**config.mk**
```make
export PLATFORM = sky130hd
export DESIGN_NAME = msi_spi_frame
export DESIGN_NICKNAME = d
export VERILOG_FILES = /design/src/rtl/msi_frame_pkg.sv /design/src/rtl/msi_door_check.sv /design/src/rtl/msi_pulse_reg.sv /design/src/rtl/msi_read_port.sv /design/src/rtl/msi_spi_frame.sv
export SDC_FILE = /design/constraint.sdc
export NUM_CORES = 1
export LEC_CHECK = 0
export ABC_AREA = 1
export BUFFER_PORTS_ARGS = -buffer_cell sky130_fd_sc_hd__buf_2
export CAP_MARGIN = 40
export CORE_UTILIZATION = 49
export DETAILED_ROUTE_END_ITERATION = 7
export PLACE_DENSITY = 0.84
export SETUP_SLACK_MARGIN = 0.4
export SYNTH_ARGS = -nofsm -noshare
export SYNTH_HDL_FRONTEND = slang
export SYNTH_HIERARCHICAL = 1
export SYNTH_SLANG_ARGS = --single-unit
```
**constraint.sdc**
```tcl
create_clock -name clk -period 2.08 [get_ports clk]
set_input_delay 0.104 -clock clk [delete_from_list [all_inputs] [get_ports clk]]
set_output_delay 0.104 -clock clk [all_outputs]
set_load 0.1 [all_outputs]
```
**src/rtl/msi_frame_pkg.sv**
```systemverilog
package msi_frame_pkg;
    localparam int ADDR_W = 12;
    localparam int DATA_W = 32;
    localparam int ID_W   = 10;

    localparam logic [ADDR_W-1:0] OFS_TYPE   = 12'h008;
    localparam logic [ADDR_W-1:0] OFS_DOOR   = 12'h040;
    localparam logic [ADDR_W-1:0] OFS_REJECT = 12'h0F0;
    localparam logic [ADDR_W-1:0] OFS_IDENT  = 12'hFCC;

    localparam int SHARED_LO = 32;
    localparam int SHARED_HI = 1019;

    function automatic logic [DATA_W-1:0] type_word(input int base, input int count);
        logic [DATA_W-1:0] w;
        w = '0;
        w[16 +: ID_W] = ID_W'(base);
        w[0  +: ID_W] = ID_W'(count);
        return w;
    endfunction
endpackage

```
**src/rtl/msi_door_check.sv**
```systemverilog
module msi_door_check
    import msi_frame_pkg::*;
#(
    parameter int FIRST_LINE = 96,
    parameter int LINE_COUNT = 64,
    localparam int IDX_W = (LINE_COUNT > 1) ? $clog2(LINE_COUNT) : 1
) (
    input  logic              wr_en,
    input  logic [ADDR_W-1:0] bus_addr,
    input  logic [DATA_W-1:0] wr_data,
    output logic              door_hit,
    output logic              in_window,
    output logic [ID_W-1:0]   door_id,
    output logic [IDX_W-1:0]  local_idx
);
    localparam logic [ID_W:0] LO_BOUND = (ID_W+1)'(FIRST_LINE);
    localparam logic [ID_W:0] HI_BOUND = (ID_W+1)'(FIRST_LINE + LINE_COUNT);

    logic [ID_W:0] id_ext;
    logic [ID_W:0] offset;

    always_comb begin
        door_hit  = wr_en && (bus_addr == OFS_DOOR);
        door_id   = wr_data[ID_W-1:0];
        id_ext    = {1'b0, door_id};
        in_window = (id_ext >= LO_BOUND) && (id_ext < HI_BOUND);
        offset    = id_ext - LO_BOUND;
        local_idx = offset[IDX_W-1:0];
    end
endmodule

```
**src/rtl/msi_pulse_reg.sv**
```systemverilog
module msi_pulse_reg
    import msi_frame_pkg::*;
#(
    parameter int LINE_COUNT = 64,
    localparam int IDX_W = (LINE_COUNT > 1) ? $clog2(LINE_COUNT) : 1
) (
    input  logic                  clk,
    input  logic                  rst_n,
    input  logic                  door_hit,
    input  logic                  in_window,
    input  logic [ID_W-1:0]       door_id,
    input  logic [IDX_W-1:0]      local_idx,
    output logic [LINE_COUNT-1:0] line_trig,
    output logic                  err_pulse,
    output logic [ID_W-1:0]       reject_id
);
    typedef struct packed {
        logic [LINE_COUNT-1:0] trig;
        logic                  err;
        logic [ID_W-1:0]       rej;
    } pulse_state_t;

    pulse_state_t st_d, st_q;
    logic [LINE_COUNT-1:0] line_sel;

    for (genvar g = 0; g < LINE_COUNT; g++) begin : g_line
        assign line_sel[g] = (local_idx == IDX_W'(g));
    end

    always_comb begin
        st_d      = st_q;
        st_d.trig = '0;
        st_d.err  = 1'b0;
        if (door_hit) begin
            if (in_window) begin
                st_d.trig = line_sel;
            end else begin
                st_d.err = 1'b1;
                st_d.rej = door_id;
            end
        end
    end

    always_ff @(posedge clk) begin
        if (!rst_n) st_q <= '0;
        else        st_q <= st_d;
    end

    assign line_trig = st_q.trig;
    assign err_pulse = st_q.err;
    assign reject_id = st_q.rej;

    AST_TRIG_ONEHOT: assert property (@(posedge clk) disable iff (!rst_n)
        $onehot0(line_trig));
    AST_ERR_NO_TRIG: assert property (@(posedge clk) disable iff (!rst_n)
        err_pulse |-> (line_trig == '0));
    AST_TRIG_FROM_DOOR: assert property (@(posedge clk) disable iff (!rst_n)
        door_hit && in_window |=> $countones(line_trig) == 1);
    AST_ERR_FROM_DOOR: assert property (@(posedge clk) disable iff (!rst_n)
        !door_hit |=> !err_pulse && (line_trig == '0));
    AST_REJ_HOLD: assert property (@(posedge clk) disable iff (!rst_n)
        !(door_hit && !in_window) |=> $stable(reject_id));
endmodule

```
**src/rtl/msi_read_port.sv**
```systemverilog
module msi_read_port
    import msi_frame_pkg::*;
#(
    parameter int FIRST_LINE = 96,
    parameter int LINE_COUNT = 64
) (
    input  logic              clk,
    input  logic              rst_n,
    input  logic              rd_en,
    input  logic [ADDR_W-1:0] bus_addr,
    input  logic [ID_W-1:0]   reject_id,
    output logic [DATA_W-1:0] rd_data
);
    localparam logic [DATA_W-1:0] TYPE_VAL = type_word(FIRST_LINE, LINE_COUNT);

    typedef struct packed {
        logic [DATA_W-1:0] data;
    } rd_state_t;

    rd_state_t rd_d, rd_q;

    always_comb begin
        rd_d.data = '0;
        if (rd_en) begin
            unique case (bus_addr)
                OFS_TYPE:   rd_d.data = TYPE_VAL;
                OFS_REJECT: rd_d.data = {{(DATA_W-ID_W){1'b0}}, reject_id};
                OFS_IDENT:  rd_d.data = '0;
                default:    rd_d.data = '0;
            endcase
        end
    end

    always_ff @(posedge clk) begin
        if (!rst_n) rd_q <= '0;
        else        rd_q <= rd_d;
    end

    assign rd_data = rd_q.data;

    AST_RD_IDLE_ZERO: assert property (@(posedge clk) disable iff (!rst_n)
        !rd_en |=> (rd_data == '0));
    AST_RD_TYPE: assert property (@(posedge clk) disable iff (!rst_n)
        rd_en && (bus_addr == OFS_TYPE) |=> (rd_data == TYPE_VAL));
endmodule

```
**src/rtl/msi_spi_frame.sv**
```systemverilog
module msi_spi_frame
    import msi_frame_pkg::*;
#(
    parameter int FIRST_LINE = 96,
    parameter int LINE_COUNT = 64
) (
    input  logic                  clk,
    input  logic                  rst_n,
    input  logic [11:0]           bus_addr,
    input  logic                  wr_en,
    input  logic [31:0]           wr_data,
    input  logic                  rd_en,
    output logic [31:0]           rd_data,
    output logic [LINE_COUNT-1:0] line_trig,
    output logic                  err_pulse
);
    localparam int IDX_W = (LINE_COUNT > 1) ? $clog2(LINE_COUNT) : 1;

    if (FIRST_LINE < SHARED_LO || LINE_COUNT < 1 ||
        FIRST_LINE + LINE_COUNT - 1 > SHARED_HI) begin : g_bad_window
        $error("msi_spi_frame: line window outside the shared interrupt range");
    end

    logic             door_hit;
    logic             in_window;
    logic [ID_W-1:0]  door_id;
    logic [IDX_W-1:0] local_idx;
    logic [ID_W-1:0]  reject_id;

    msi_door_check #(.FIRST_LINE(FIRST_LINE), .LINE_COUNT(LINE_COUNT)) u_check (
        .wr_en     (wr_en),
        .bus_addr  (bus_addr),
        .wr_data   (wr_data),
        .door_hit  (door_hit),
        .in_window (in_window),
        .door_id   (door_id),
        .local_idx (local_idx)
    );

    msi_pulse_reg #(.LINE_COUNT(LINE_COUNT)) u_pulse (
        .clk       (clk),
        .rst_n     (rst_n),
        .door_hit  (door_hit),
        .in_window (in_window),
        .door_id   (door_id),
        .local_idx (local_idx),
        .line_trig (line_trig),
        .err_pulse (err_pulse),
        .reject_id (reject_id)
    );

    msi_read_port #(.FIRST_LINE(FIRST_LINE), .LINE_COUNT(LINE_COUNT)) u_read (
        .clk       (clk),
        .rst_n     (rst_n),
        .rd_en     (rd_en),
        .bus_addr  (bus_addr),
        .reject_id (reject_id),
        .rd_data   (rd_data)
    );
endmodule

```
==> results.sh, run 1 <==
export IMPL_fin_ws_ns=0.8532
export IMPL_place_area_um2=3342
export IMPL_top_layer="met4"
export IMPL_htree_num_levels=3
export IMPL_route_vias_total=2342
export IMPL_wl_met3_um=542
export IMPL_syn_inst=362
export IMPL_drive_gt1_share_pct=29.32
export IMPL_synth_seq_cells=86
export IMPL_max_clock_path_buffers=2
export IMPL_synth_area_um2=2985
export IMPL_final_cell_mix="nor2_1 (114), buf_2 (102), dfxtp_1 (86)"
export IMPL_finalCritPeriodShare_pct=58.98
export IMPL_outcome="completed"
export IMPL_port_buffer_count=102
export IMPL_synthXorXnorAreaFrac_pct=0
export IMPL_drv_slew=0
export IMPL_worst_slew_pin_slew_ns=0.5104
export IMPL_crit_path_start_kind="flip-flop"
export IMPL_ir_worst_vdd_v=0.0005706
export IMPL_vias_per_cell=4.402
export IMPL_relSlewSlack_pct=66.21
export IMPL_finalCoreUtilization_pct=60.27
export IMPL_drcViolationCount=0
export IMPL_synthMuxAreaShare_pct=0
export IMPL_syn_avg_cell_area_um2=8.247
export IMPL_wl_mm=5.853
export IMPL_regArea_um2=1722
export IMPL_antenna_found_initial=0
export IMPL_cts_root_buf="clkbuf_8"
export IMPL_drtAntennaViolNets=0
export IMPL_synth_top_family_by_area="simple AND/OR/NAND/NOR gates"
export IMPL_synth_cell_types=16
export IMPL_synth_adder_area_share_pct=0
export IMPL_clock_fmax_mhz=815.1
export IMPL_grt_usage_pct=19.23
export IMPL_synth_compound_area_share_pct=0.2934
export IMPL_rsz0062_at_grt="no"
export IMPL_final_area_um2=3547
export IMPL_synth_top_area_share_pct=57.67
export IMPL_critical_path_arrival_ns=1.12
export IMPL_yosysWarnings=6
export IMPL_die_height_um=80.06
export IMPL_grt_first_pass_wirelength_mm=9.149
export IMPL_power_density_nw_per_um2=866.6
export IMPL_clk_latency_ns=0.35
export IMPL_critical_path_required_ns=1.98
export IMPL_dieArea_um2=6409
export IMPL_wire_per_inst_um=11.00
export IMPL_drtPass1Iterations=4
export IMPL_dieWidth_um=80.06
export IMPL_layout_commonest_cell="nor2_1"
export IMPL_grt_pass1_vias=1974
export IMPL_hp_class="in -> reg"
export IMPL_syn_to_final_growth_pct=18.82
export IMPL_cts_tree="built"
export IMPL_total_leakage_power_nw=1.793
export IMPL_yosysSeqAreaShare_pct=57.67
export IMPL_dp_hpwl_mm=4.130
export IMPL_io_pins=145
export IMPL_grt_overflow_total=0
export IMPL_cts_reportedPaths_clkPinSlew_ns=0.09
export IMPL_max_cap_violations=0
export IMPL_synth_area_top_cells="dfxtp_1 (58%), nor2_1 (14%), buf_4 (9.1%)"
export IMPL_skew_ns=0.005936
export IMPL_endpoint_kind="output port"
export IMPL_setup_viol=0
export IMPL_hold_viol_final=0
export IMPL_cts_made_buffers=9
export IMPL_cts_hold_buf=0
export IMPL_dp_slack_ns=0.5107
export IMPL_critPathKind="reg -> out"
export IMPL_start_util_pct=50.72
export IMPL_grt_start_max_net_pins=17
export IMPL_wl_met2_mm=2.830
export IMPL_cp_slowest_cell="buf_2"
export IMPL_ff2ff_setup_slack_ns=1.42
export IMPL_min_period_ns=1.227
export IMPL_place_congestion=0.8520
export IMPL_yosys_area_share_simple_pct=26.45
export IMPL_fillers=500
export IMPL_critical_path_max_fanout=1
export IMPL_multi_input_area_um2=873.3
export IMPL_synth_top_area_cell="dfxtp_1"
export IMPL_final_net_count=500
export IMPL_cts_setup_buffers=0
export IMPL_diodes=0
export IMPL_post_cts_resized=0
export IMPL_m1WireLength_mm=2.397
export IMPL_rows=28
export IMPL_drt_initial_drc_count=126
export IMPL_cts_sinks=86
export IMPL_cp_slowest_stage_delay_ns=0.43
export IMPL_crit_family="buffers and inverters"
export IMPL_core_um2=5886
export IMPL_path_cells="buf_2"
export IMPL_tns_ns=0
export IMPL_path_buf_inv=1
[stage by stage]
| stage | hold slack, ns | std cells | power (mW) |
|---|---|---|---|
| after floorplan | 0.2981 | 381 | 1.945 |
| after global placement | 0.4170 | 516 | 1.935 |
| after detailed placement | 0.4252 | 516 | 1.938 |
| after CTS | 0.04410 | 532 | 3.102 |
| after global routing | 0.07122 | 532 | 3.195 |
| final | 0.06482 | 532 | 3.074 |
[worst register-to-register path: cells and delay by family, from the launching register on]
| kind | cells | cell delay (ns) |
|---|---|---|
| buf+inv | 1 | 0.04 |
| simple gates | 3 | 0.25 |
| flops | 1 | 0.34 |
[cell usage after synthesis (all sizes together)]
master  count
nor2      122
dfxtp      86
nand2      58
buf        40
inv        35
nand3      14
clkbuf      3
a21oi       1
clkinv      1
conb        1
or2         1
[registers in the layout, indices dropped and copies added (netlist names)]
name and cells:
u_read/rd_data 11, u_pulse/err_pulse 1, u_pulse/reject_id 10, u_pulse/line_trig 64
[per-layer routing]
metal  global-route usage [%]  vias to the layer above
met5                        0                        -
met4                    9.286                        0
met3                    6.591                        6
met2                    31.37                      119
met1                    22.53                     1028
li1                         -                     1189
[where the power goes]
part	switching [mW]	total (mW)	internal, mW
Sequential	0.0000181	1.64	1.64
Clock	0.580	1.17	0.593
Combinational	0.222	0.256	0.0346
Total	0.802	3.07	2.27
[worst paths after layout]
check | to | start | depth (start not counted)
setup / recovery | line_trig[28] | u_pulse/line_trig[28]$_SDFF_PN0_ | 1
hold reg to reg | u_read/rd_data[0]$_SDFF_PN0_ | u_pulse/reject_id[0]$_SDFFE_PN0P_ | 2
setup reg to reg | u_read/rd_data[6]$_SDFF_PN0_ | u_pulse/reject_id[6]$_SDFFE_PN0P_ | 4
hold / removal | u_pulse/reject_id[9]$_SDFFE_PN0P_ | wr_data[9] | 5
[cell type report]
class / instances / share of cell area [%]
Clock buffer: 10 / 3.880
Sequential cell: 86 / 48.54
Inverter: 36 / 3.810
Timing Repair Buffer: 103 / 14.60
Tap cell: 75 / 2.646
Clock inverter: 6 / 1.905
Multi-Input combinational cell: 216 / 24.62
[cells by family after synthesis]
family | Yosys count
AOI/OAI and AO/OA | 1
DFF | 86
other | 1
buffers and inverters | 79
and+or+nand+nor | 195
(Power assumes the default switching activity.)
==> run 2: changes to the inputs <==
- CORE_UTILIZATION: 49 -> 41
- PLACE_DENSITY: 0.84 -> 0.75
- clock period: 2.08 -> 1 ns (I/O delays scaled with it)
==> run 2 against run 1 <==
Effect of this change: the flow now finishes with violations (setup timing); highest routed layer unchanged; non-clock buffer count up 34; utilization up 24 points; critical path type is now in -> reg; die area up 19%; setup slack worse by 1.0 ns; total power up 110%; largest cell class is now non-clock buffers; clock skew up 0.0024 ns; via count up 28%.
==> results.sh, run 2 (synthesized netlist as in run 1, its figures left out) <==
export IMPL_max_cap_violations=0
export IMPL_wire_per_inst_um=19.37
export IMPL_antenna_found_initial=1
export IMPL_final_net_count=537
export IMPL_fillers=293
export IMPL_cts_reportedPaths_clkPinSlew_ns=0.09
export IMPL_drv_slew=0
export IMPL_dieArea_um2=7627
export IMPL_worst_slew_pin_slew_ns=0.7824
export IMPL_route_vias_total=2987
export IMPL_path_buf_inv=5
export IMPL_ir_worst_vdd_v=0.001094
export IMPL_critical_path_max_fanout=16
export IMPL_setup_viol=74
export IMPL_critical_path_required_ns=1.28
export IMPL_critPathKind="in -> reg"
export IMPL_rows=30
export IMPL_grt_usage_pct=27.77
export IMPL_drt_initial_drc_count=237
export IMPL_place_congestion=0.7832
export IMPL_violations="setup timing"
export IMPL_core_um2=6907
export IMPL_drtPass1Iterations=5
export IMPL_cts_root_buf="clkbuf_8"
export IMPL_start_util_pct=43.22
export IMPL_hp_class="in -> reg"
export IMPL_cts_sinks=86
export IMPL_clock_fmax_mhz=844.6
export IMPL_crit_family="simple AND/OR/NAND/NOR gates"
export IMPL_total_leakage_power_nw=2.338
export IMPL_worstReg2RegStart="u_pulse/reject_id[6]$_SDFFE_PN0P_"
export IMPL_layout_commonest_cell="buf_12"
export IMPL_final_cell_mix="buf_12 (81), nor2_1 (47), nand2_1 (45), dfxtp_2 (45), nor2_2 (40)"
export IMPL_power_mw=6.579
export IMPL_clk_latency_ns=0.37
export IMPL_vias_per_cell=5.054
export IMPL_hold_viol_final=0
export IMPL_skew_ns=0.008299
export IMPL_worstHoldStart="wr_data[9]"
export IMPL_dp_hpwl_mm=5.652
export IMPL_crit_start="bus_addr[3]"
export IMPL_endpoint_kind="flip-flop"
export IMPL_drcViolationCount=0
export IMPL_path_cells="buf_6 -> inv_2 -> nand2_1 -> nor2_1 -> nand2_1 -> nor2_2 -> nand2_2 -> nor2_4 -> buf_6 -> buf_6 -> nand2_2 -> buf_12 -> nor2_1"
export IMPL_power_density_nw_per_um2=1132
export IMPL_cp_slowest_stage_delay_ns=0.17
export IMPL_htree_num_levels=3
export IMPL_relSlewSlack_pct=47.65
export IMPL_fin_ws_ns=-0.1840
export IMPL_cts_tree="built"
export IMPL_die_height_um=87.33
export IMPL_drive_gt1_share_pct=68.83
export IMPL_io_pins=145
export IMPL_wl_mm=11.45
export IMPL_finalCritPeriodShare_pct=118.4
export IMPL_critical_path_arrival_ns=1.47
export IMPL_drtAntennaViolNets=0
export IMPL_cts_made_buffers=9
export IMPL_grt_pass1_vias=2959
export IMPL_dieWidth_um=87.33
export IMPL_crit_path_start_kind="input pin"
export IMPL_grt_first_pass_wirelength_mm=15.35
export IMPL_grt_start_max_net_pins=17
export IMPL_crit_top_cell="buf_6"
export IMPL_largest_reg_flops=64
export IMPL_min_period_ns=1.184
export IMPL_max_clock_path_buffers=2
export IMPL_cp_slowest_cell="nor2_4"
export IMPL_rsz0062_at_grt="yes"
export IMPL_tns_ns=-8.714
export IMPL_grt_overflow_total=0
export IMPL_outcome="finished, violations left"
export IMPL_syn_to_final_growth_pct=94.64
export IMPL_port_buffer_count=102
==> run 2: final timing paths <==
kind	end	slack, ns	cells after the start
min	u_pulse/reject_id[9]$_SDFFE_PN0P_	0.06	5
min reg2reg	u_read/rd_data[7]$_SDFF_PN0_	0.46	2
max reg2reg	u_read/rd_data[6]$_SDFF_PN0_	0.27	4
max	u_pulse/line_trig[57]$_SDFF_PN0_	-0.18	13
==> run 2: timing repair <==
item / 4_1_cts / 5_1_grt
pin swaps: 23 / 30
gates cloned: 4 / 1
resized for setup: 119 / 80
endpoints found under the setup margin: 152 / 161
endpoints found under the hold margin: 1 / 0
buffers inserted: 12 / 4
==> run 2: worst reg2reg max path, delay by kind of cell, from the launching register on <==
family | cells | cell delay [ns]
buffers and inverters | 1 | 0.04
DFF | 1 | 0.35
and+or+nand+nor | 3 | 0.28
==> run 2: final cells by class <==
cell class,instances,area [um^2],share of cell area (%)
Multi-Input combinational cell,219,1320,22.72
Antenna cell,1,2.502,0.04307
Sequential cell,86,1924,33.12
Clock buffer,12,177.7,3.058
Tap cell,96,120.1,2.067
Inverter,36,143.9,2.476
Clock inverter,4,32.53,0.5599
Timing Repair Buffer,137,2090,35.96
==> run 2: routing by layer <==
layer / GRT usage, % / part of all wire (%) / vias to the layer above / wire length, um
met2: 48.22 / 51 / 235 / 5860
met1: 28.72 / 34 / 1398 / 3886
met3: 6.919 / 7.4 / 79 / 852
met4: 21.16 / 7.4 / 0 / 851
met5: 0 / 0 / - / 0
li1: - / - / 1275 / -
==> run 2: metrics by stage <==
step | hold WS [ns] | area [um^2] | setup WS, ns | instances | util [%]
after detailed placement | 0.3589 | 4815 | -0.3303 | 553 | 69.71
after global placement | 0.3638 | 4815 | -0.2814 | 553 | 69.71
after CTS | -0.02143 | 5532 | 0.03026 | 585 | 80.09
final | 0.06254 | 5811 | -0.1840 | 591 | 84.13
after global routing | 0.06652 | 5811 | -0.2041 | 591 | 84.13
after floorplan | 0.2007 | 3203 | -0.02183 | 381 | -
==> run 2: power by group <==
group | internal, mW | total (mW) | switching, mW
registers | 3.31 | 3.31 | 0.0000820
logic | 0.137 | 0.708 | 0.571
clock network | 1.23 | 2.56 | 1.32
total | 4.68 | 6.58 | 1.90
